**src/rtl/card_pm_pkg.sv**
```systemverilog
package card_pm_pkg;

   localparam int PM_DATA_W  = 32;
   localparam int PM_BIT_SEL = 0;
   localparam int PM_BIT_EN  = 16;
   localparam int PM_BIT_RED = 24;
   localparam int PM_BIT_ACC = 25;

   typedef enum logic {
      IDLE_STOP = 1'b0,
      IDLE_SLOW = 1'b1
   } idle_mode_e;

   typedef struct packed {
      logic       save_en;
      idle_mode_e mode;
   } pm_ctrl_t;

endpackage

```
**src/rtl/pm_regfile.sv**
```systemverilog
module pm_regfile
   import card_pm_pkg::*;
#(
   parameter int              ADDR_W = 8,
   parameter logic [ADDR_W-1:0] OFFSET = 'h20,
   parameter int              DATA_W = PM_DATA_W
) (
   input  logic              clk,
   input  logic              rst_n,
   input  logic [ADDR_W-1:0] addr,
   input  logic              wr,
   input  logic              rd,
   input  logic              wr_en_bit,
   input  logic              wr_sel_bit,
   input  logic              card_access,
   input  logic              reduced,
   output pm_ctrl_t          ctrl,
   output logic              save_en_next,
   output logic              mode_change,
   output logic              acc_flag,
   output logic              rd_hit,
   output logic [DATA_W-1:0] rdata
);

   localparam int MAX_BIT = PM_BIT_ACC;

   if (MAX_BIT >= DATA_W) begin : g_bad_width
      $error("pm_regfile: DATA_W too small for field positions");
   end

   logic wr_hit;
   logic [DATA_W-1:0] img;

   assign wr_hit = wr && (addr == OFFSET);
   assign rd_hit = rd && (addr == OFFSET);

   always_ff @(posedge clk) begin
      if (!rst_n) begin
         ctrl     <= '0;
         acc_flag <= 1'b0;
      end else begin
         if (wr_hit) begin
            ctrl.save_en <= wr_en_bit;
            ctrl.mode    <= idle_mode_e'(wr_sel_bit);
         end
         if (card_access)
            acc_flag <= 1'b1;
         else if (rd_hit)
            acc_flag <= 1'b0;
      end
   end

   assign save_en_next = wr_hit ? wr_en_bit : ctrl.save_en;
   assign mode_change  = wr_hit && (wr_sel_bit != ctrl.mode);

   for (genvar i = 0; i < DATA_W; i++) begin : g_img
      if (i == PM_BIT_SEL) begin : g_sel
         assign img[i] = ctrl.mode;
      end else if (i == PM_BIT_EN) begin : g_en
         assign img[i] = ctrl.save_en;
      end else if (i == PM_BIT_RED) begin : g_red
         assign img[i] = reduced;
      end else if (i == PM_BIT_ACC) begin : g_acc
         assign img[i] = acc_flag;
      end else begin : g_rsvd
         assign img[i] = 1'b0;
      end
   end

   assign rdata = rd_hit ? img : '0;

endmodule

```
**src/rtl/idle_detect.sv**
```systemverilog
module idle_detect #(
   parameter int IDLE_CYCLES = 64
) (
   input  logic clk,
   input  logic rst_n,
   input  logic activity,
   input  logic restart,
   input  logic save_en_next,
   output logic reduced
);

   localparam int CNT_W = $clog2(IDLE_CYCLES + 1);
   localparam logic [CNT_W-1:0] LIMIT = CNT_W'(IDLE_CYCLES);

   if (IDLE_CYCLES < 1) begin : g_bad_idle
      $error("idle_detect: IDLE_CYCLES must be at least 1");
   end

   logic [CNT_W-1:0] idle_cnt;
   logic             at_limit;

   assign at_limit = (idle_cnt == LIMIT);

   always_ff @(posedge clk) begin
      if (!rst_n) begin
         idle_cnt <= '0;
         reduced  <= 1'b0;
      end else begin
         if (activity || restart)
            idle_cnt <= '0;
         else if (!at_limit)
            idle_cnt <= idle_cnt + 1'b1;
         reduced <= save_en_next && at_limit && !activity && !restart;
      end
   end

endmodule

```
**src/rtl/clk_en_gen.sv**
```systemverilog
module clk_en_gen
   import card_pm_pkg::*;
#(
   parameter int DIV_RATIO = 16
) (
   input  logic       clk,
   input  logic       rst_n,
   input  logic       reduced,
   input  idle_mode_e mode,
   output logic       clk_en
);

   if (DIV_RATIO < 1) begin : g_bad_div
      $error("clk_en_gen: DIV_RATIO must be at least 1");
   end

   if (DIV_RATIO == 1) begin : g_nodiv
      assign clk_en = !reduced || (mode == IDLE_SLOW);
   end else begin : g_div
      localparam int DW = $clog2(DIV_RATIO);
      localparam logic [DW-1:0] LAST = DW'(DIV_RATIO - 1);
      logic [DW-1:0] phase;

      always_ff @(posedge clk) begin
         if (!rst_n || !reduced)
            phase <= '0;
         else if (phase == LAST)
            phase <= '0;
         else
            phase <= phase + 1'b1;
      end

      assign clk_en = !reduced || ((mode == IDLE_SLOW) && (phase == LAST));
   end

endmodule

```
**src/rtl/card_clk_pm.sv**
```systemverilog
module card_clk_pm
   import card_pm_pkg::*;
#(
   parameter int          ADDR_W      = 8,
   parameter int          PM_OFFSET   = 'h20,
   parameter int          IDLE_CYCLES = 64,
   parameter int          DIV_RATIO   = 16
) (
   input  logic              clk,
   input  logic              rst_n,
   input  logic [ADDR_W-1:0] reg_addr,
   input  logic              reg_wr,
   input  logic              reg_rd,
   input  logic [31:0]       reg_wdata,
   output logic [31:0]       reg_rdata,
   input  logic              card_access,
   input  logic              card_req,
   output logic              card_clk_en
);

   localparam logic [ADDR_W-1:0] OFS = ADDR_W'(PM_OFFSET);

   if (PM_OFFSET % 4 != 0) begin : g_bad_align
      $error("card_clk_pm: PM_OFFSET must be word aligned");
   end
   if (PM_OFFSET >= (1 << ADDR_W)) begin : g_bad_ofs
      $error("card_clk_pm: PM_OFFSET outside address range");
   end

   pm_ctrl_t ctrl;
   logic     save_en_next;
   logic     mode_change;
   logic     acc_flag;
   logic     rd_hit;
   logic     reduced_q;
   logic     activity;

   assign activity = card_access || card_req;

   pm_regfile #(
      .ADDR_W (ADDR_W),
      .OFFSET (OFS),
      .DATA_W (PM_DATA_W)
   ) u_regs (
      .clk          (clk),
      .rst_n        (rst_n),
      .addr         (reg_addr),
      .wr           (reg_wr),
      .rd           (reg_rd),
      .wr_en_bit    (reg_wdata[PM_BIT_EN]),
      .wr_sel_bit   (reg_wdata[PM_BIT_SEL]),
      .card_access  (card_access),
      .reduced      (reduced_q),
      .ctrl         (ctrl),
      .save_en_next (save_en_next),
      .mode_change  (mode_change),
      .acc_flag     (acc_flag),
      .rd_hit       (rd_hit),
      .rdata        (reg_rdata)
   );

   idle_detect #(
      .IDLE_CYCLES (IDLE_CYCLES)
   ) u_idle (
      .clk          (clk),
      .rst_n        (rst_n),
      .activity     (activity),
      .restart      (mode_change),
      .save_en_next (save_en_next),
      .reduced      (reduced_q)
   );

   clk_en_gen #(
      .DIV_RATIO (DIV_RATIO)
   ) u_cken (
      .clk     (clk),
      .rst_n   (rst_n),
      .reduced (reduced_q),
      .mode    (ctrl.mode),
      .clk_en  (card_clk_en)
   );

endmodule

```
**config.mk**
```make
export PLATFORM = sky130hd
export DESIGN_NAME = card_clk_pm
export DESIGN_NICKNAME = d
export VERILOG_FILES = /design/src/rtl/card_pm_pkg.sv /design/src/rtl/pm_regfile.sv /design/src/rtl/idle_detect.sv /design/src/rtl/clk_en_gen.sv /design/src/rtl/card_clk_pm.sv
export SDC_FILE = /design/constraint.sdc
export NUM_CORES = 1
export LEC_CHECK = 0
export BUFFER_PORTS_ARGS = -buffer_cell sky130_fd_sc_hd__buf_2
export CORE_ASPECT_RATIO = 0.8
export CORE_MARGIN = 5
export CORE_UTILIZATION = 35
export DETAILED_ROUTE_END_ITERATION = 8
export GPL_TIMING_DRIVEN = 0
export PLACE_DENSITY_LB_ADDON = 0.05
export SKIP_LAST_GASP = 1
export SLEW_MARGIN = 15
export SYNTH_ARGS = -nofsm -noshare
export SYNTH_HDL_FRONTEND = slang
export SYNTH_HIERARCHICAL = 1
export SYNTH_SLANG_ARGS = --single-unit
```
**constraint.sdc**
```tcl
create_clock -name clk -period 3.64 [get_ports clk]
set_input_delay 0.546 -clock clk [delete_from_list [all_inputs] [get_ports clk]]
set_output_delay 0.546 -clock clk [all_outputs]
set_load 0.02 [all_outputs]
```
== After elaboration in Yosys (flattened, before gate mapping) ==
Cells that the tools add are included.
Cells by class
  eq/ne operators: 4
  muxes and demuxes: 4
  $lt $le $gt $ge: 0
  reduce and logical (&&, ||, !) cells: 18
  $mul: 0
  bitwise operators: 1
  add/subtract/negate cells: 2
  div/mod/pow operators: 0
  shifts and indexed selects: 0
Operators by type and width (number)
  26-bit two-way mux: 1
  8-bit by 6-bit == test with 1-bit output (second input constant): 1
  7-bit by 1-bit adder with 7-bit output (second input constant): 1
  7-bit == test (second input constant): 1
  1-bit logical AND: 7
  4-bit by 1-bit adder with 4-bit output (second input constant): 1
  4-bit == test (second input constant): 1
  1-bit logical NOT: 4
  1-bit logical OR: 4
  2-bit OR reduction: 2
  1-bit two-way mux: 3
  2-bit nonzero test: 1
  1-bit != test: 1
  1-bit inverter: 1
Word-level totals
  latch bits: 0
  memories kept: 0
  bits in writable memories: 0
  bits in registers: 15
  logic and storage cells: 35
  input bits: 46
  output and inout port bits: 33
  memory bits (read-only): 0

== Logic depth before layout (Yosys ltp) ==
  depth in word-level cells: 6
  gate-level depth with buffers: 6
  depth with buffers taken out: 6

== By module ==
Netlist, hierarchy kept.
By module, submodules not included
  pm_regfile: times used 1, area each 441.7 um^2, sequential area each 60.1 um^2, cells an instance 53
  idle_detect: times used 1, area each 375.4 um^2, sequential area each 160.2 um^2, cells an instance 40
  clk_en_gen: times used 1, area each 160.2 um^2, sequential area each 80.1 um^2, cells an instance 17
  card_clk_pm: times used 1, area each 6.3 um^2, sequential area each 0.0 um^2, cells an instance 1

== Least setup slack after synthesis ==
No wires, ideal clock.
  path type: input to output
  from: in reg_addr[7]
  to: out reg_rdata[0]
  path slack: 1742 ps
  required time: 3094 ps
  buffers on the path: 1
  stages on the path: 4
  data arrival time: 1352 ps
  cells stage by stage: nor4_4 > and3_2 > buf_2 > and2_1
On the way
  longest elaborated chain between the ends: 3
Ends and longest elaborated chain
  start: declaration: line card_clk_pm.sv:11  | input logic [ADDR_W-1:0] reg_addr,
  8-bit by 6-bit == test with 1-bit output: line pm_regfile.sv:35  | assign rd_hit = rd && (addr == OFFSET);
  1-bit logical AND: line pm_regfile.sv:35
  via rd_hit: line card_clk_pm.sv:34  | logic rd_hit;
  26-bit two-way mux: line pm_regfile.sv:70  | assign rdata = rd_hit ? img : '0;
  end: declaration: line card_clk_pm.sv:15  | output logic [31:0] reg_rdata,
The timed path passes the listed nets, and every way through them passes these cells.

== Worst setup path in the final report ==
  from: in reg_addr[7]
  to: out reg_rdata[24]
The elaborated chain is that of the path after synthesis.

==> metrics.yaml <==
outcome:
  status: "finished clean"
grt:
  grt_max_degree: 10
  grt_first_pass_wirelength_microns: 3280
  gr-total-overflow: 0
  antenna_found_initial: 0
  grt.total_usage: 0.102
  grt_pass1_vias: 778
power_and_ir_drop:
  pwr-share-comb: 0.211
  seqPwrFrac: 0.503
  leakage_nw: 0.623
  clkPwrFrac: 0.286
  pwr_density_cell_nw_per_um2: 263
  switchingPower_mw: 0.0953
  irDropWorstVdd_mv: 0.171
  internal-power_mw: 0.236
  swShare: 0.287
clock_tree:
  post_cts.repair.setup_buffers: 0
  cts_root_buf: "clkbuf_4"
  cts_tree: "yes"
  ctsResizeCount: 0
  clk_latency_ns: 0.28
  hold_buffers: 0
  cts.clk_slew.worst_paths_ns: 0.09
  cts_sinks: 15
  h-tree-depth: 1
  numCtsBuffers: 3
  clk_path_buf_depth: 2
yosys:
  yosys_warnings: 6
  synth.top_cell.area_share: 0.305
  seq_area_frac_synth: 0.305
  synth_cells: 111
  netlist_area_sq_um: 983
  ys_top_cells_by_area: "dfxtp_1, buf_4, nand2_1, mux2i_1, ha_1"
  syn_avg_cell_area_sq_um: 8.86
  synth_top_cell_by_area: "dfxtp_1"
  ys_ff_latch: 15
  synth.distinct_cells: 29
layout:
  fin_nets: 212
  mostFrequentLayoutCells: "buf_4, conb_1, buf_2, dfxtp_1, nand2_1"
  fillers: 299
  stdcell_area_sq_um: 1260
  syn2layout_area_growth_pct: 28.1
  drive_gt1_frac: 0.389
  diodes: 0
critical_path:
  critPathMaxFanout: 5
  worstPathRequired_ns: 3.09
  critPathCaptureType: "primary output"
  path_class: "in -> out"
  start_kind: "primary input"
  arrival_ns: 1.58
place:
  gp_congestion: 0.691
  port_buffers: 20
  dp_hpwl_microns: 1650
  dpl_cell_area_sq_um: 1230
detailed_routing:
  ant_nets: 0
  highest_layer: "met4"
  viasPerCell: 3.77
  totalWireLength_microns: 1880
  met2WireLength_microns: 959
  wl_met3_microns: 123
  first_iter_violations: 7
  drc: 0
  dr_total_vias: 754
  drt_first_pass_iters: 4
  wl_met1_microns: 769
  wl_per_cell_microns: 9.38
sta:
  clock.fmax_mhz: 470
  final-max-slew-violation-count: 0
  min_period_ns: 2.13
  setup_viol: 0
  hold_viol_final: 0
  tns_ns: 0
  slew_headroom: 0.638
  post-route-period-util: 0.585
  rsz0062_at_grt: "no"
  skew_ns: 0.00690
  worst_slew_pin_slew_ns: 0.541
floorplanning:
  core_area_sq_um: 2720
  boundaryPins: 79
  core.rowCount: 17
  dieArea_sq_um: 3980
  die_y_microns: 57.4
  die_x_microns: 69.3
  start_util: 0.361
job:
  maxCapViolations: 0
min_path:
  holdCritPathClass: "reg -> reg"
## path summary, 6_finish.rpt
path                                                    endpoint  slack [ns]                        startpoint  cells past startpoint
worst min-delay path            u_cken/g_div.phase[0]$_SDFF_PP0_        0.46  u_cken/g_div.phase[0]$_SDFF_PP0_                      1
worst max-delay path                               reg_rdata[24]        1.51                       reg_addr[7]                      6
worst max register to register   u_idle/idle_cnt[0]$_SDFFE_PP0P_        2.16   u_idle/idle_cnt[0]$_SDFFE_PP0P_                      5
worst min register to register  u_cken/g_div.phase[0]$_SDFF_PP0_        0.46  u_cken/g_div.phase[0]$_SDFF_PP0_                      1
## per-stage QoR
| step | worst slack, ns | std cells | hold slack, ns | total power [mW] | utilization |
|---|---|---|---|---|---|
| after global placement | 1.52 | 196 | 0.433 | 0.238 | 0.453 |
| final | 1.51 | 200 | 0.457 | 0.332 | 0.463 |
| after global routing | 1.41 | 200 | 0.464 | 0.353 | 0.463 |
| after floorplan | 1.74 | 138 | 0.418 | 0.226 | - |
| after detailed placement | 1.50 | 196 | 0.446 | 0.239 | 0.453 |
| after CTS | 1.50 | 200 | 0.448 | 0.336 | 0.463 |
## cells in the mapped netlist, drive strengths merged
master   instances
o21ai            4
nand3            7
conb             1
nor4             1
xor2             3
inv              4
a21oi            1
or3              2
and2             4
nor3             4
nand2           12
nor4b            1
nor2             6
mux2i            4
nand4bb          1
buf             29
nor3b            1
and3             2
or2              1
a211oi           1
mux2             1
xnor2            3
ha               3
dfxtp           15
## final cells by class
cell class	instances	area [sq um]	share of cell area
Inverter	4	15.0	0.0119
Sequential cell	15	300	0.238
Multi-Input combinational cell	90	554	0.440
Clock buffer	3	22.5	0.0179
Tap cell	38	47.5	0.0377
Clock inverter	1	5.00	0.00397
Buffer	29	215	0.171
Timing Repair Buffer	20	100	0.0794
## worst max-delay path, cell delays in order
cell and delay, ns:
buf_2 0.11, nor4_4 0.30, and3_2 0.21, buf_2 0.13
and2_1 0.13, buf_2 0.16
## sequential cells by signal (all words and copies together) (netlist names)
name	count
u_regs/acc_flag	1
u_cken/g_div.phase	4
u_idle/reduced	1
u_idle/idle_cnt	7
u_regs/ctrl	2
## metal layers
metal	up-vias	global-route usage
li1	412	-
met1	308	0.107
met2	32	0.186
met3	2	0.0458
met4	0	0.0251
met5	-	0
## power by group through the flow
stage	logic [mW]	registers, mW	clock network, mW
2_1_floorplan	0.0553	0.170	0
3_3_place_gp	0.0676	0.171	0
3_5_place_dp	0.0686	0.171	0
4_1_cts	0.0687	0.167	0.101
5_1_grt	0.0770	0.167	0.108
6_report	0.0701	0.167	0.0949
## logic make-up (layout without fill, tap and decap cells)
family	Yosys count	after routing	share of synthesized area
DFF	15	15	0.305
adders and majority gates	3	3	0.0382
and+or+nand+nor	42	42	0.271
buffers and inverters	33	57	0.234
other	1	28	0.00381
AOI/OAI and AO/OA	6	6	0.0382
muxes	5	5	0.0560
xor gates and xnor gates	6	6	0.0534
(Power assumes the default switching activity.)
